`config.mk`:
```
export PLATFORM = sky130hd
export DESIGN_NAME = nvshadow_seq
export DESIGN_NICKNAME = d
export VERILOG_FILES = /design/src/rtl/nvs_pkg.sv /design/src/rtl/nvs_timer.sv /design/src/rtl/nvs_dirty.sv /design/src/rtl/nvs_rcl_req.sv /design/src/rtl/nvshadow_seq.sv
export SDC_FILE = /design/constraint.sdc
export NUM_CORES = 1
export LEC_CHECK = 0
export BUFFER_PORTS_ARGS = -buffer_cell sky130_fd_sc_hd__buf_4
export CAP_MARGIN = 20
export CORE_AREA = 8 8 94 62
export DETAILED_ROUTE_END_ITERATION = 8
export DIE_AREA = 0 0 102 70
export GPL_TIMING_DRIVEN = 0
export HOLD_SLACK_MARGIN = 0.15
export PLACE_DENSITY = 0.67
export RECOVER_POWER = 100
export SLEW_MARGIN = 20
export SYNTH_ARGS = -nofsm -noshare
export SYNTH_HDL_FRONTEND = slang
export SYNTH_SLANG_ARGS = --single-unit
```
`constraint.sdc`:
```
create_clock -name clk -period 2.2 [get_ports clk]
set_input_delay 0.33 -clock clk [delete_from_list [all_inputs] [get_ports clk]]
set_output_delay 0.33 -clock clk [all_outputs]
set_load 0.01 [all_outputs]
```
`src/rtl/nvs_pkg.sv`:
```
package nvs_pkg;

  typedef enum logic [2:0] {
    ST_IDLE   = 3'd0,
    ST_GRACE  = 3'd1,
    ST_STORE  = 3'd2,
    ST_DOWN   = 3'd3,
    ST_RECALL = 3'd4
  } nvs_state_e;

  // largest of three durations, used to size the shared counter
  function automatic int unsigned max3(input int unsigned a, input int unsigned b,
                                       input int unsigned c);
    int unsigned m;
    m = (a > b) ? a : b;
    m = (m > c) ? m : c;
    return m;
  endfunction

  // counter load value for a state that lasts n cycles
  function automatic int unsigned span_load(input int unsigned n);
    return (n == 0) ? 0 : n - 1;
  endfunction

endpackage

```
`src/rtl/nvs_timer.sv`:
```
module nvs_timer #(
  parameter int W = 8
) (
  input  logic         clk,
  input  logic         rst_n,
  input  logic         load,
  input  logic [W-1:0] load_val,
  output logic         expired
);
  logic [W-1:0] cnt_q;

  always_ff @(posedge clk) begin
    if (!rst_n) begin
      cnt_q <= '0;
    end else if (load) begin
      cnt_q <= load_val;
    end else if (cnt_q != '0) begin
      cnt_q <= cnt_q - 1'b1;
    end
  end

  assign expired = (cnt_q == '0);
endmodule

```
`src/rtl/nvs_dirty.sv`:
```
module nvs_dirty (
  input  logic clk,
  input  logic rst_n,
  input  logic set_i,
  input  logic clr_i,
  output logic dirty
);
  always_ff @(posedge clk) begin
    if (!rst_n) begin
      dirty <= 1'b0;
    end else if (set_i) begin
      dirty <= 1'b1;
    end else if (clr_i) begin
      dirty <= 1'b0;
    end
  end
endmodule

```
`src/rtl/nvs_rcl_req.sv`:
```
module nvs_rcl_req (
  input  logic clk,
  input  logic rst_n,
  input  logic deep_low,
  input  logic arm_i,
  input  logic done_i,
  output logic pend
);
  // reset counts as a power-up, so a recall is owed
  always_ff @(posedge clk) begin
    if (!rst_n) begin
      pend <= 1'b1;
    end else if (deep_low || arm_i) begin
      pend <= 1'b1;
    end else if (done_i) begin
      pend <= 1'b0;
    end
  end
endmodule

```
`src/rtl/nvshadow_seq.sv`:
```
module nvshadow_seq #(
  parameter int unsigned GRACE_CYC  = 200,
  parameter int unsigned STORE_CYC  = 2000000,
  parameter int unsigned RECALL_CYC = 110000
) (
  input  logic clk,
  input  logic rst_n,
  input  logic sup_ok,
  input  logic sup_dead,
  input  logic host_wr,
  input  logic sw_recall,
  output logic wr_inhibit,
  output logic busy,
  output logic store_go,
  output logic recall_go
);
  import nvs_pkg::*;

  localparam int unsigned MAXD = max3(GRACE_CYC, STORE_CYC, RECALL_CYC);
  localparam int          CW   = $clog2(MAXD + 1) + 1;
  localparam logic [CW-1:0] LD_GRACE  = CW'(span_load(GRACE_CYC));
  localparam logic [CW-1:0] LD_STORE  = CW'(span_load(STORE_CYC));
  localparam logic [CW-1:0] LD_RECALL = CW'(span_load(RECALL_CYC));

  nvs_state_e state_q, state_d;
  logic [CW-1:0] load_val;
  logic          tmr_load;
  logic          tmr_exp;
  logic          dirty_w;
  logic          pend_w;
  logic          supply_good;

  // named internal events, also used by the checker
  logic wr_take_w;
  logic st_done_w;
  logic rcl_done_w;
  logic sw_arm_w;
  logic in_recall;
  logic store_go_q, recall_go_q;

  assign supply_good = sup_ok && !sup_dead;

  always_comb begin
    state_d = state_q;
    unique case (state_q)
      ST_IDLE: begin
        if (!supply_good) state_d = dirty_w ? ST_GRACE : ST_DOWN;
        else if (sw_recall) state_d = ST_RECALL;
      end
      ST_GRACE: begin
        if (tmr_exp) state_d = ST_STORE;
      end
      ST_STORE: begin
        if (tmr_exp) state_d = ST_DOWN;
      end
      ST_DOWN: begin
        if (supply_good) state_d = pend_w ? ST_RECALL : ST_IDLE;
      end
      ST_RECALL: begin
        if (!supply_good) state_d = ST_DOWN;
        else if (tmr_exp) state_d = ST_IDLE;
      end
      default: state_d = ST_DOWN;
    endcase
  end

  always_comb begin
    unique case (state_d)
      ST_GRACE:  load_val = LD_GRACE;
      ST_STORE:  load_val = LD_STORE;
      ST_RECALL: load_val = LD_RECALL;
      default:   load_val = '0;
    endcase
  end

  assign tmr_load   = (state_d != state_q);
  assign in_recall  = (state_q == ST_RECALL);
  assign busy       = (state_q == ST_STORE) || in_recall;
  assign wr_inhibit = !((state_q == ST_IDLE) && supply_good);
  assign wr_take_w  = host_wr && !wr_inhibit;
  assign st_done_w  = (state_q == ST_STORE) && tmr_exp;
  assign rcl_done_w = in_recall && (state_d == ST_IDLE);
  assign sw_arm_w   = (state_q == ST_IDLE) && (state_d == ST_RECALL);

  always_ff @(posedge clk) begin
    if (!rst_n) begin
      state_q     <= ST_DOWN;
      store_go_q  <= 1'b0;
      recall_go_q <= 1'b0;
    end else begin
      state_q     <= state_d;
      store_go_q  <= (state_d == ST_STORE)  && (state_q != ST_STORE);
      recall_go_q <= (state_d == ST_RECALL) && (state_q != ST_RECALL);
    end
  end

  assign store_go  = store_go_q;
  assign recall_go = recall_go_q;

  nvs_timer #(.W(CW)) u_tmr (
    .clk(clk), .rst_n(rst_n), .load(tmr_load), .load_val(load_val), .expired(tmr_exp)
  );

  nvs_dirty u_dirty (
    .clk(clk), .rst_n(rst_n), .set_i(wr_take_w),
    .clr_i(st_done_w || rcl_done_w), .dirty(dirty_w)
  );

  nvs_rcl_req u_req (
    .clk(clk), .rst_n(rst_n), .deep_low(sup_dead), .arm_i(sw_arm_w),
    .done_i(rcl_done_w), .pend(pend_w)
  );
endmodule

```
== Word-level counts from Yosys, hierarchy flattened ==
Cells that the tools add are included.

* Multiplexer cells: 15
* Add/sub/neg operators: 1
* Bitwise operators: 1
* Eq/ne operators: 10
* Reduce and logical (&&, ||, !) cells: 20

{| class="wikitable"
|+ Operator list
! kind !! count
|-
| $pmux W21 S3 || 1
|-
| $mux W22 || 2
|-
| $mux W3 || 8
|-
| $logic_not A22 Y1 || 1
|-
| $reduce_bool A22 Y1 || 1
|-
| $sub A22 B1 Y22 const B || 1
|-
| $pmux W3 S5 || 1
|-
| $eq A3 B2 Y1 const B || 3
|-
| $logic_and A1 B1 Y1 || 8
|-
| $eq A3 B1 Y1 const B || 2
|-
| $eq A3 B3 Y1 const B || 2
|-
| $logic_not A3 Y1 || 2
|-
| $reduce_bool A2 Y1 || 2
|-
| $logic_or A1 B1 Y1 || 3
|-
| $ne A3 B2 Y1 const B || 1
|-
| $ne A3 B3 Y1 || 1
|-
| $ne A3 B3 Y1 const B || 1
|-
| $logic_not A1 Y1 || 2
|-
| $mux W1 || 2
|-
| $mux W2 || 1
|-
| $reduce_or A2 Y1 || 1
|-
| $not A1 Y1 || 1
|}

* Input bits: 6
* Output and inout port bits: 4
* Register bits: 29
* Word-level logic and storage cells: 53

== Depth between registers and ports, before layout ==
Gate-level depths: netlist of the first run.

* Depth in word-level cells: 9
* Depth in mapped cells: 8
* Gate-level depth less buffers: 8

== Modules after synthesis ==
From an unflattened synthesis of the first run, not the netlist that was laid out.

* Cells, all modules: 215
* Area, all modules: 1823.0 um^2

{| class="wikitable"
|+ By module, submodules not included
! module !! cells each !! seq. area each (um^2) !! times used !! area each (um^2)
|-
| nvs_timer || 147 || 440.4 || 1 || 1285.0
|-
| nvshadow_seq || 61 || 100.1 || 1 || 461.7
|-
| nvs_dirty || 3 || 20.0 || 1 || 41.3
|-
| nvs_rcl_req || 4 || 20.0 || 1 || 35.0
|}

== Worst setup path after synthesis of the first run ==
Ideal clock, no wire load.

* Kind: register -> register
* Start point: register u_tmr.cnt_q[16]
* End point: register u_tmr.cnt_q[1]
* Arrival: 1.992 ns
* Path buffers: 0
* Library setup time: 0.116 ns
* Cell stages (with the launch flop): 6
* Setup slack: 0.093 ns
* Period minus slack after synthesis: 2.107 ns
* Required time: 2.084 ns
* Cell sequence: dfxtp_1 or4_4 nand4bb_4 or3_4 or3_1 and3_1

* Longest elaborated chain between the ends: 7
* Elaborated cells on any way between the ends: 14
* Classes of those cells: 4 x eq/ne; 7 x mux; 3 x reduce/logical

{| class="wikitable"
|+ RTL lines
! element !! line !! text
|-
| start, declared || nvs_timer.sv:10 || <nowiki>logic [W-1:0] cnt_q;</nowiki>
|-
| start signal, assigned || nvs_timer.sv:16 || <nowiki>cnt_q <= load_val;</nowiki>
|-
| start signal, assigned || nvs_timer.sv:18 || <nowiki>cnt_q <= cnt_q - 1'b1;</nowiki>
|-
| $logic_not A22 Y1 || nvs_timer.sv:22 || <nowiki>assign expired = (cnt_q == '0);</nowiki>
|-
| $mux W3 || nvshadow_seq.sv:61 || <nowiki>else if (tmr_exp) state_d = ST_IDLE;</nowiki>
|-
| $mux W3 || nvshadow_seq.sv:60 || <nowiki>if (!supply_good) state_d = ST_DOWN;</nowiki>
|-
| $pmux W3 S5 || nvshadow_seq.sv:45 || <nowiki>unique case (state_q)</nowiki>
|-
| $eq A3 B3 Y1, or another cell as far along || nvshadow_seq.sv:68 || <nowiki>unique case (state_d)</nowiki>
|-
| $pmux W21 S3 || nvshadow_seq.sv:68 ||
|-
| $mux W22 || nvs_timer.sv:15 || <nowiki>end else if (load) begin</nowiki>
|}

Several ways; a longest one is shown, not always the timed one.
A chain may end at the register's enable or synchronous reset.

== Final worst setup path of the first run ==
* Start point: register u_tmr.cnt_q[19]
* End point: register u_tmr.cnt_q[1]

Same word-level chain as after synthesis.

==> metrics.md, run 1 <==
| Metric | Value |
|---|---|
| CTS root buf | clkbuf_8 |
| Final Setup Violations | 0 |
| Fillers | 450 |
| FF+latch count, synth | 29 |
| DPL Wire Length | 3260 um |
| Pwr dens | 1640 nW/um^2 |
| Die Ht | 70 um |
| Place WS | -0.229 ns |
| Slew Viols, Final | 0 |
| Reg2Reg Launch Point | u_tmr.cnt_q[19] |
| CP Data Arrival Time | 2.34 ns |
| RSZ-0062 raised after global routing | yes |
| H-tree Lvls | 2 |
| WP data required | 2.38 ns |
| IR drop worst, VDD | 0.000789 V |
| Capture point of the worst path | u_tmr.cnt_q[1] |
| Antenna Cells | 0 |
| First-pass GRT wire length | 7310 um |
| Avg Vias per Cell | 5.38 |
| Layout cells sized above 1 | 0.208 |
| Routed wire length | 4580 um |
| Clock tree buffer depth | 2 |
| Antenna viol nets, final | 0 |
| Die area | 7140 um^2 |
| Post-synth EDFFs | 0 |
| Final WS setup | 0.0465 ns |
| Slew @ Worst Pin | 0.494 ns |
| Detailed-route DRC error count | 0 |
| Synthesized area | 1750 um^2 |
| Port Buffers | 9 |
| Endpoint class of the critical path | register |
| Total CTS buffers | 5 |
| Commonest non-fill, non-tap cells in the layout | 26 x dfxtp_1, 21 x nand2_1, 19 x nor2_1 |
| Max cap viols | 0 |
| Status | finished clean |
| # nets final | 247 |
| Reg2reg end | u_tmr.cnt_q[1] |
| Max Clk Rate | 464 MHz |
| R2R depth | 6 |
| Layout Skew | 0.00642 ns |
| Wire per inst | 15.1 um |
| Pleak | 0.857 nW |
| Antenna violations before repair | 0 |
| GR Overflow Total | 0 |
| Critical path class | register to register |
| Number of global-route vias before repair | 1512 |
| Synth top area cells | dfxtp_1 33%, xnor2_1 5.5%, nand2_1 4.9% |
| Core Area | 4420 um^2 |
| Synth area leader | dfxtp_1 |
| Clock slew at reported path FFs | 0.07 ns |
| Most common cell after layout, fill and taps aside | dfxtp_1 |
| Global Route Usage Sum | 0.130 |
| HP Class | primary input to register |
| Period minus WS final | 2.15 ns |
| Cell count after synthesis | 216 |
| Yosys cell types | 52 |
| Yosys warning count | 0 |
| Syn avg cell area | 8.09 um^2 |
| R2r setup slk | 0.05 ns |
| Pre-antenna DRT Iters | 4 |
| Relative slew margins | 0.670 |
| DRT iter0 DRCs | 97 |
| Syn Nets | 224 |
| CTS tree | done |
| Post-route clock period utilization | 0.979 |
| CTS Hold Buffers Added | 0 |
| DR vias | 1630 |
| Crit Path Max Fanout | 5 |
| Post-synthesis sequential area ratio | 0.332 |
| Worst skew pair latency | 0.29 ns |
| Combined flip-flop and latch cell area | 587 um^2 |
| Hold Violations, Final | 0 |
| Area growth syn-to-layout | 22.2% |
| Clock sink count | 29 |
| Worst hold slack | 0.260 ns |
| Share of the synthesized area in the top cell type | 0.332 |
| Async S/R FF share, synth | 0 |
| Multi-input gate area | 1200 um^2 |
| Primary FF master, synth | dfxtp_1 |
| Worst setup SP type | register |
| Starting Density | 0.395 |
| GPL Wtd Cong | 0.901 |
| Rows | 19 |
| Die W | 102 um |
| I/O pins | 10 |
| Crit path launch | u_tmr.cnt_q[19] |
| Largest net degree at the start of global routing | 11 |
==> layer usage <==
layer,GRT usage,routed length (um)
met1,0.191,2420
met2,0.169,1800
met3,0.0406,307
met4,0.0405,51
met5,0,0
==> synthesized netlist by cell type, drive strengths merged (3+ instances only) <==
library cell / instances
dfxtp: 29
nor2: 20
nor4: 5
nor3: 12
and3: 4
o21ai: 14
clkbuf: 5
xnor2: 11
buf: 3
inv: 5
and2: 8
or3: 6
nand2: 23
a21oi: 16
nand3: 6
xor2: 8
o31ai: 3
==> worst max-delay path, stage by stage, from the launching register on <==
cell       delay (ns)
dfxtp_2          0.32
or4_4            0.53
nand4bb_4        0.28
nor3_2           0.28
a21boi_2         0.12
o31a_1           0.33
and3_1           0.19
==> worst min path at each step <==
| stage | slack (ns) | from | cells past startpoint | to |
|---|---|---|---|---|
| finish | 0.26 | sup_dead | 2 | u_req.pend |
| global route | 0.27 | sup_dead | 2 | u_req.pend |
| CTS | 0.25 | sup_dead | 2 | u_req.pend |
| detailed placement | 0.50 | u_req.pend | 2 | u_req.pend |
| global placement | 0.51 | u_req.pend | 2 | u_req.pend |
| floorplan | 0.44 | sup_dead | 1 | u_req.pend |
==> kinds of logic after synthesis <==
logic type / synth area share
flops: 0.332
fa+ha+maj: 0.0143
xor+xnor: 0.0952
compound gates: 0.190
buf+inv: 0.0301
simple gates: 0.332
mux: 0.00573
==> sequential cells by signal (all words and copies together) (netlist names) <==
signal         flops
u_tmr.cnt_q       22
state_q            3
recall_go          1
store_go           1
u_dirty.dirty      1
u_req.pend         1
==> what timing repair did <==
| action | 4_1_cts | 5_1_grt |
|---|---|---|
| hold endpoints to repair | 0 | 0 |
| cloned | 0 | 1 |
| setup buffers | 3 | 3 |
| gates resized for setup | 11 | 15 |
| pin swaps | 5 | 6 |
| endpoints found under the setup margin | 22 | 23 |
==> stage by stage <==
stage,cells,cell area [um^2],util,power [mW],TNS (ns)
detailed placement,288,1890,0.428,2.66,-2.62
floorplan,216,1750,-,2.31,0
CTS,299,2070,0.468,3.36,-0.0143
global route,303,2140,0.483,3.76,-0.00991
finish,303,2140,0.483,3.51,0
global placement,288,1890,0.428,2.65,-2.93
==> where the power goes <==
| part | total, mW | internal (mW) | switching (mW) |
|---|---|---|---|
| combinational | 2.08 | 0.938 | 1.15 |
| sequential | 0.930 | 0.712 | 0.218 |
| clock | 0.491 | 0.282 | 0.209 |
| total | 3.51 | 1.93 | 1.57 |
==> area by class of cell <==
class                      count  share of cell area
buffer                         8              0.0187
sequential                    29               0.275
timing repair buffer          16              0.0492
inverter                       5             0.00879
tap                           63              0.0369
clock inverter                 1             0.00234
clock buffer                   7              0.0451
multi-input combinational    174               0.564
Note: power is estimated with default switching activity, not from simulation.
==> run 2, diff against run 1 <==
--- a/config.mk
+++ b/config.mk
@@ -12,7 +12,7 @@
 export DIE_AREA = 0 0 102 70
 export GPL_TIMING_DRIVEN = 0
 export HOLD_SLACK_MARGIN = 0.15
-export PLACE_DENSITY = 0.67
+export PLACE_DENSITY = 0.65
 export RECOVER_POWER = 100
 export SLEW_MARGIN = 20
 export SYNTH_ARGS = -nofsm -noshare
==> constraint.sdc (replaced) <==
create_clock -name clk -period 2 [get_ports clk]
set_input_delay 0.3 -clock clk [delete_from_list [all_inputs] [get_ports clk]]
set_output_delay 0.3 -clock clk [all_outputs]
set_load 0.01 [all_outputs]
==> run 2 against run 1 <==
Compared with the run above:
- the run now ends with negative setup slack left
- clock-buffer cell count fell by 1
- worst setup slack got worse by 0.22 ns
- global-route usage rose by 0.51 points
- non-clock buffer count increased by 5
- total power increased by 20%
- critical path type unchanged
- highest routed layer unchanged
==> metrics.md, run 2 (same netlist as run 1, synthesis figures left out) <==
| Metric | Value |
|---|---|
| # nets final | 252 (+2.0%) |
| Critical path class | register to register |
| DR vias | 1656 (+1.6%) |
| Starting Density | 0.395 (unchanged) |
| Antenna Cells | 0 (unchanged) |
| Relative slew margins | 0.665 (-0.00584) |
| Largest net degree at the start of global routing | 11 (unchanged) |
| Status | finished with violations |
| Pre-antenna DRT Iters | 4 (unchanged) |
| Hold Violations, Final | 0 (unchanged) |
| Core Area | 4420 um^2 (unchanged) |
| Slew Viols, Final | 0 (unchanged) |
| Setup_tns | -2.80 ns (-2.80 ns) |
| Die area | 7140 um^2 (unchanged) |
| RSZ-0062 raised after global routing | yes |
| WP data required | 2.18 ns (-0.20 ns) |
| First-pass GRT wire length | 7650 um (+4.5%) |
| Max Clk Rate | 459 MHz (-1.1%) |
| DRT iter0 DRCs | 235 (+140%) |
| Avg Vias per Cell | 5.38 (about the same) |
| CTS Hold Buffers Added | 0 (unchanged) |
| Crit Path Max Fanout | 5 (unchanged) |
| GR Overflow Total | 0 (unchanged) |
| Total CTS buffers | 5 (unchanged) |
| Die Ht | 70 um (unchanged) |
| Routed wire length | 4810 um (+5.2%) |
| Clock sink count | 29 (unchanged) |
| Endpoint class of the critical path | register |
| CTS root buf | clkbuf_8 |
| Area growth syn-to-layout | 28.8% |
| Die W | 102 um (unchanged) |
| Comb pwr share | 0.648 (+0.054) |
| HP Class | primary input to register |
| Max cap viols | 0 (unchanged) |
| GPL Wtd Cong | 0.883 (-1.9%) |
| Post-route clock period utilization | 1.09 (+0.110) |
| IR drop worst, VDD | 0.000810 V (+2.6%) |
| DPL Wire Length | 3240 um (-0.84%) |
| Biggest register | u_tmr.cnt_q |
| Pleak | 0.890 nW (+3.9%) |
| Sequential share of power | 0.240 (-0.025) |
| Clock tree buffer depth | 2 (unchanged) |
| H-tree Lvls | 2 (unchanged) |
| Worst skew pair latency | 0.28 ns (about the same) |
| Port Buffers | 9 (unchanged) |
| Global Route Usage Sum | 0.135 (+0.00506) |
| Period minus WS final | 2.18 ns (+0.0240 ns) |
| Pwr dens | 1870 nW/um^2 (+14%) |
| Detailed-route DRC error count | 0 (unchanged) |
| CP Data Arrival Time | 2.36 ns (+0.02 ns) |
| Wire per inst | 15.6 um (+3.5%) |
| Clock slew at reported path FFs | 0.07 ns (about the same) |
| Number of global-route vias before repair | 1456 (-3.7%) |
| Final WS setup | -0.177 ns (-0.224 ns) |
| Final Setup Violations | 25 (+25) |
| Switching pwr | 1.93 mW (+23%) |
| I/O pins | 10 (unchanged) |
| Rows | 19 (unchanged) |
| Antenna violations before repair | 0 (unchanged) |
| Layout cells sized above 1 | 0.269 (+0.0611) |
| Commonest non-fill, non-tap cells in the layout | 27 x dfxtp_1, 20 x nand2_1, 18 x nor2_1 |
| Int Pwr | 2.28 mW (+18%) |
| Failing checks | negative setup slack |
| Layout Skew | 0.00586 ns (-0.000559 ns) |
| Sw Share | 0.459 (+0.0101) |
| Largest regs | u_tmr.cnt_q x22, state_q x3 |
| Antenna viol nets, final | 0 (unchanged) |
| Most common cell after layout, fill and taps aside | dfxtp_1 |
| Pwr Total | 4.21 mW (+20%) |
| Slew @ Worst Pin | 0.503 ns (+0.00876 ns) |
| CTS tree | done |
| Place WS | -0.391 ns (-0.162 ns) |
| Worst setup SP type | register |
| Clock power frac | 0.112 (-0.028) |
| Max reg flops | 22 (unchanged) |
## run 2: changes by cell type in the layout (fill, tap and decap cells not counted), moves of 5 or more
cell     previous run  this run
a21oi_1            16         9
a21oi_2             0         7
buf_6               0         5
o21ai_0            12         3
o21ai_1             1         7
## run 2: final cells by class
class,instances,area [um^2]
Multi-Input combinational cell,174,1280
Sequential cell,29,583
Clock buffer,6,72.6
Clock inverter,2,10.0
Tap cell,63,78.8
Fill cell,427,2170
Buffer,8,46.3
Inverter,5,18.8
Timing Repair Buffer,21,158
## run 2: worst paths after layout
check                  startpoint             end  slack [ns]  cells past startpoint
hold / removal           sup_dead      u_req.pend        0.23                      2
setup / recovery  u_tmr.cnt_q[19]  u_tmr.cnt_q[1]       -0.18                      6
hold reg to reg        u_req.pend      u_req.pend        0.54                      2
setup reg to reg  u_tmr.cnt_q[19]  u_tmr.cnt_q[1]       -0.18                      6
## run 2: worst max-delay path: stages, from the launching register on
cell and delay, ns:
dfxtp_2 0.32, or4_4 0.54, nand4bb_4 0.28, nor3_2 0.33, a21boi_2 0.13, o31a_1 0.34
and3_1 0.14
## run 2: through the flow
| step | instances | util | hold slack, ns | cell area (um^2) |
|---|---|---|---|---|
| finish | 308 | 0.509 | 0.234 | 2250 |
| global route | 308 | 0.509 | 0.235 | 2250 |
| CTS | 302 | 0.490 | 0.227 | 2160 |
| global placement | 288 | 0.429 | 0.509 | 1900 |
| floorplan | 216 | - | 0.406 | 1750 |
| detailed placement | 288 | 0.429 | 0.510 | 1900 |
## run 2: routing by layer
layer	up-vias	GRT usage	share of wire
li1	833	-	-
met1	783	0.206	0.52
met2	36	0.168	0.40
met3	4	0.0406	0.070
met4	0	0.0388	0.0083
met5	-	0	0
## run 2: power groups by stage
stage | Clock [mW] | Combinational (mW) | Sequential, mW
after detailed placement | 0 | 1.95 | 0.989
final | 0.472 | 2.73 | 1.01
after CTS | 0.490 | 2.34 | 1.01
after floorplan | 0 | 1.59 | 0.949
after global routing | 0.514 | 2.95 | 1.04
after global placement | 0 | 1.95 | 0.984
## run 2: timing repair
item	4_1_cts	5_1_grt
hold endpoints to repair	0	0
gates resized for setup	36	23
gates cloned	1	0
endpoints found under the setup margin	27	28
pin swaps	12	16
buffers inserted	5	7
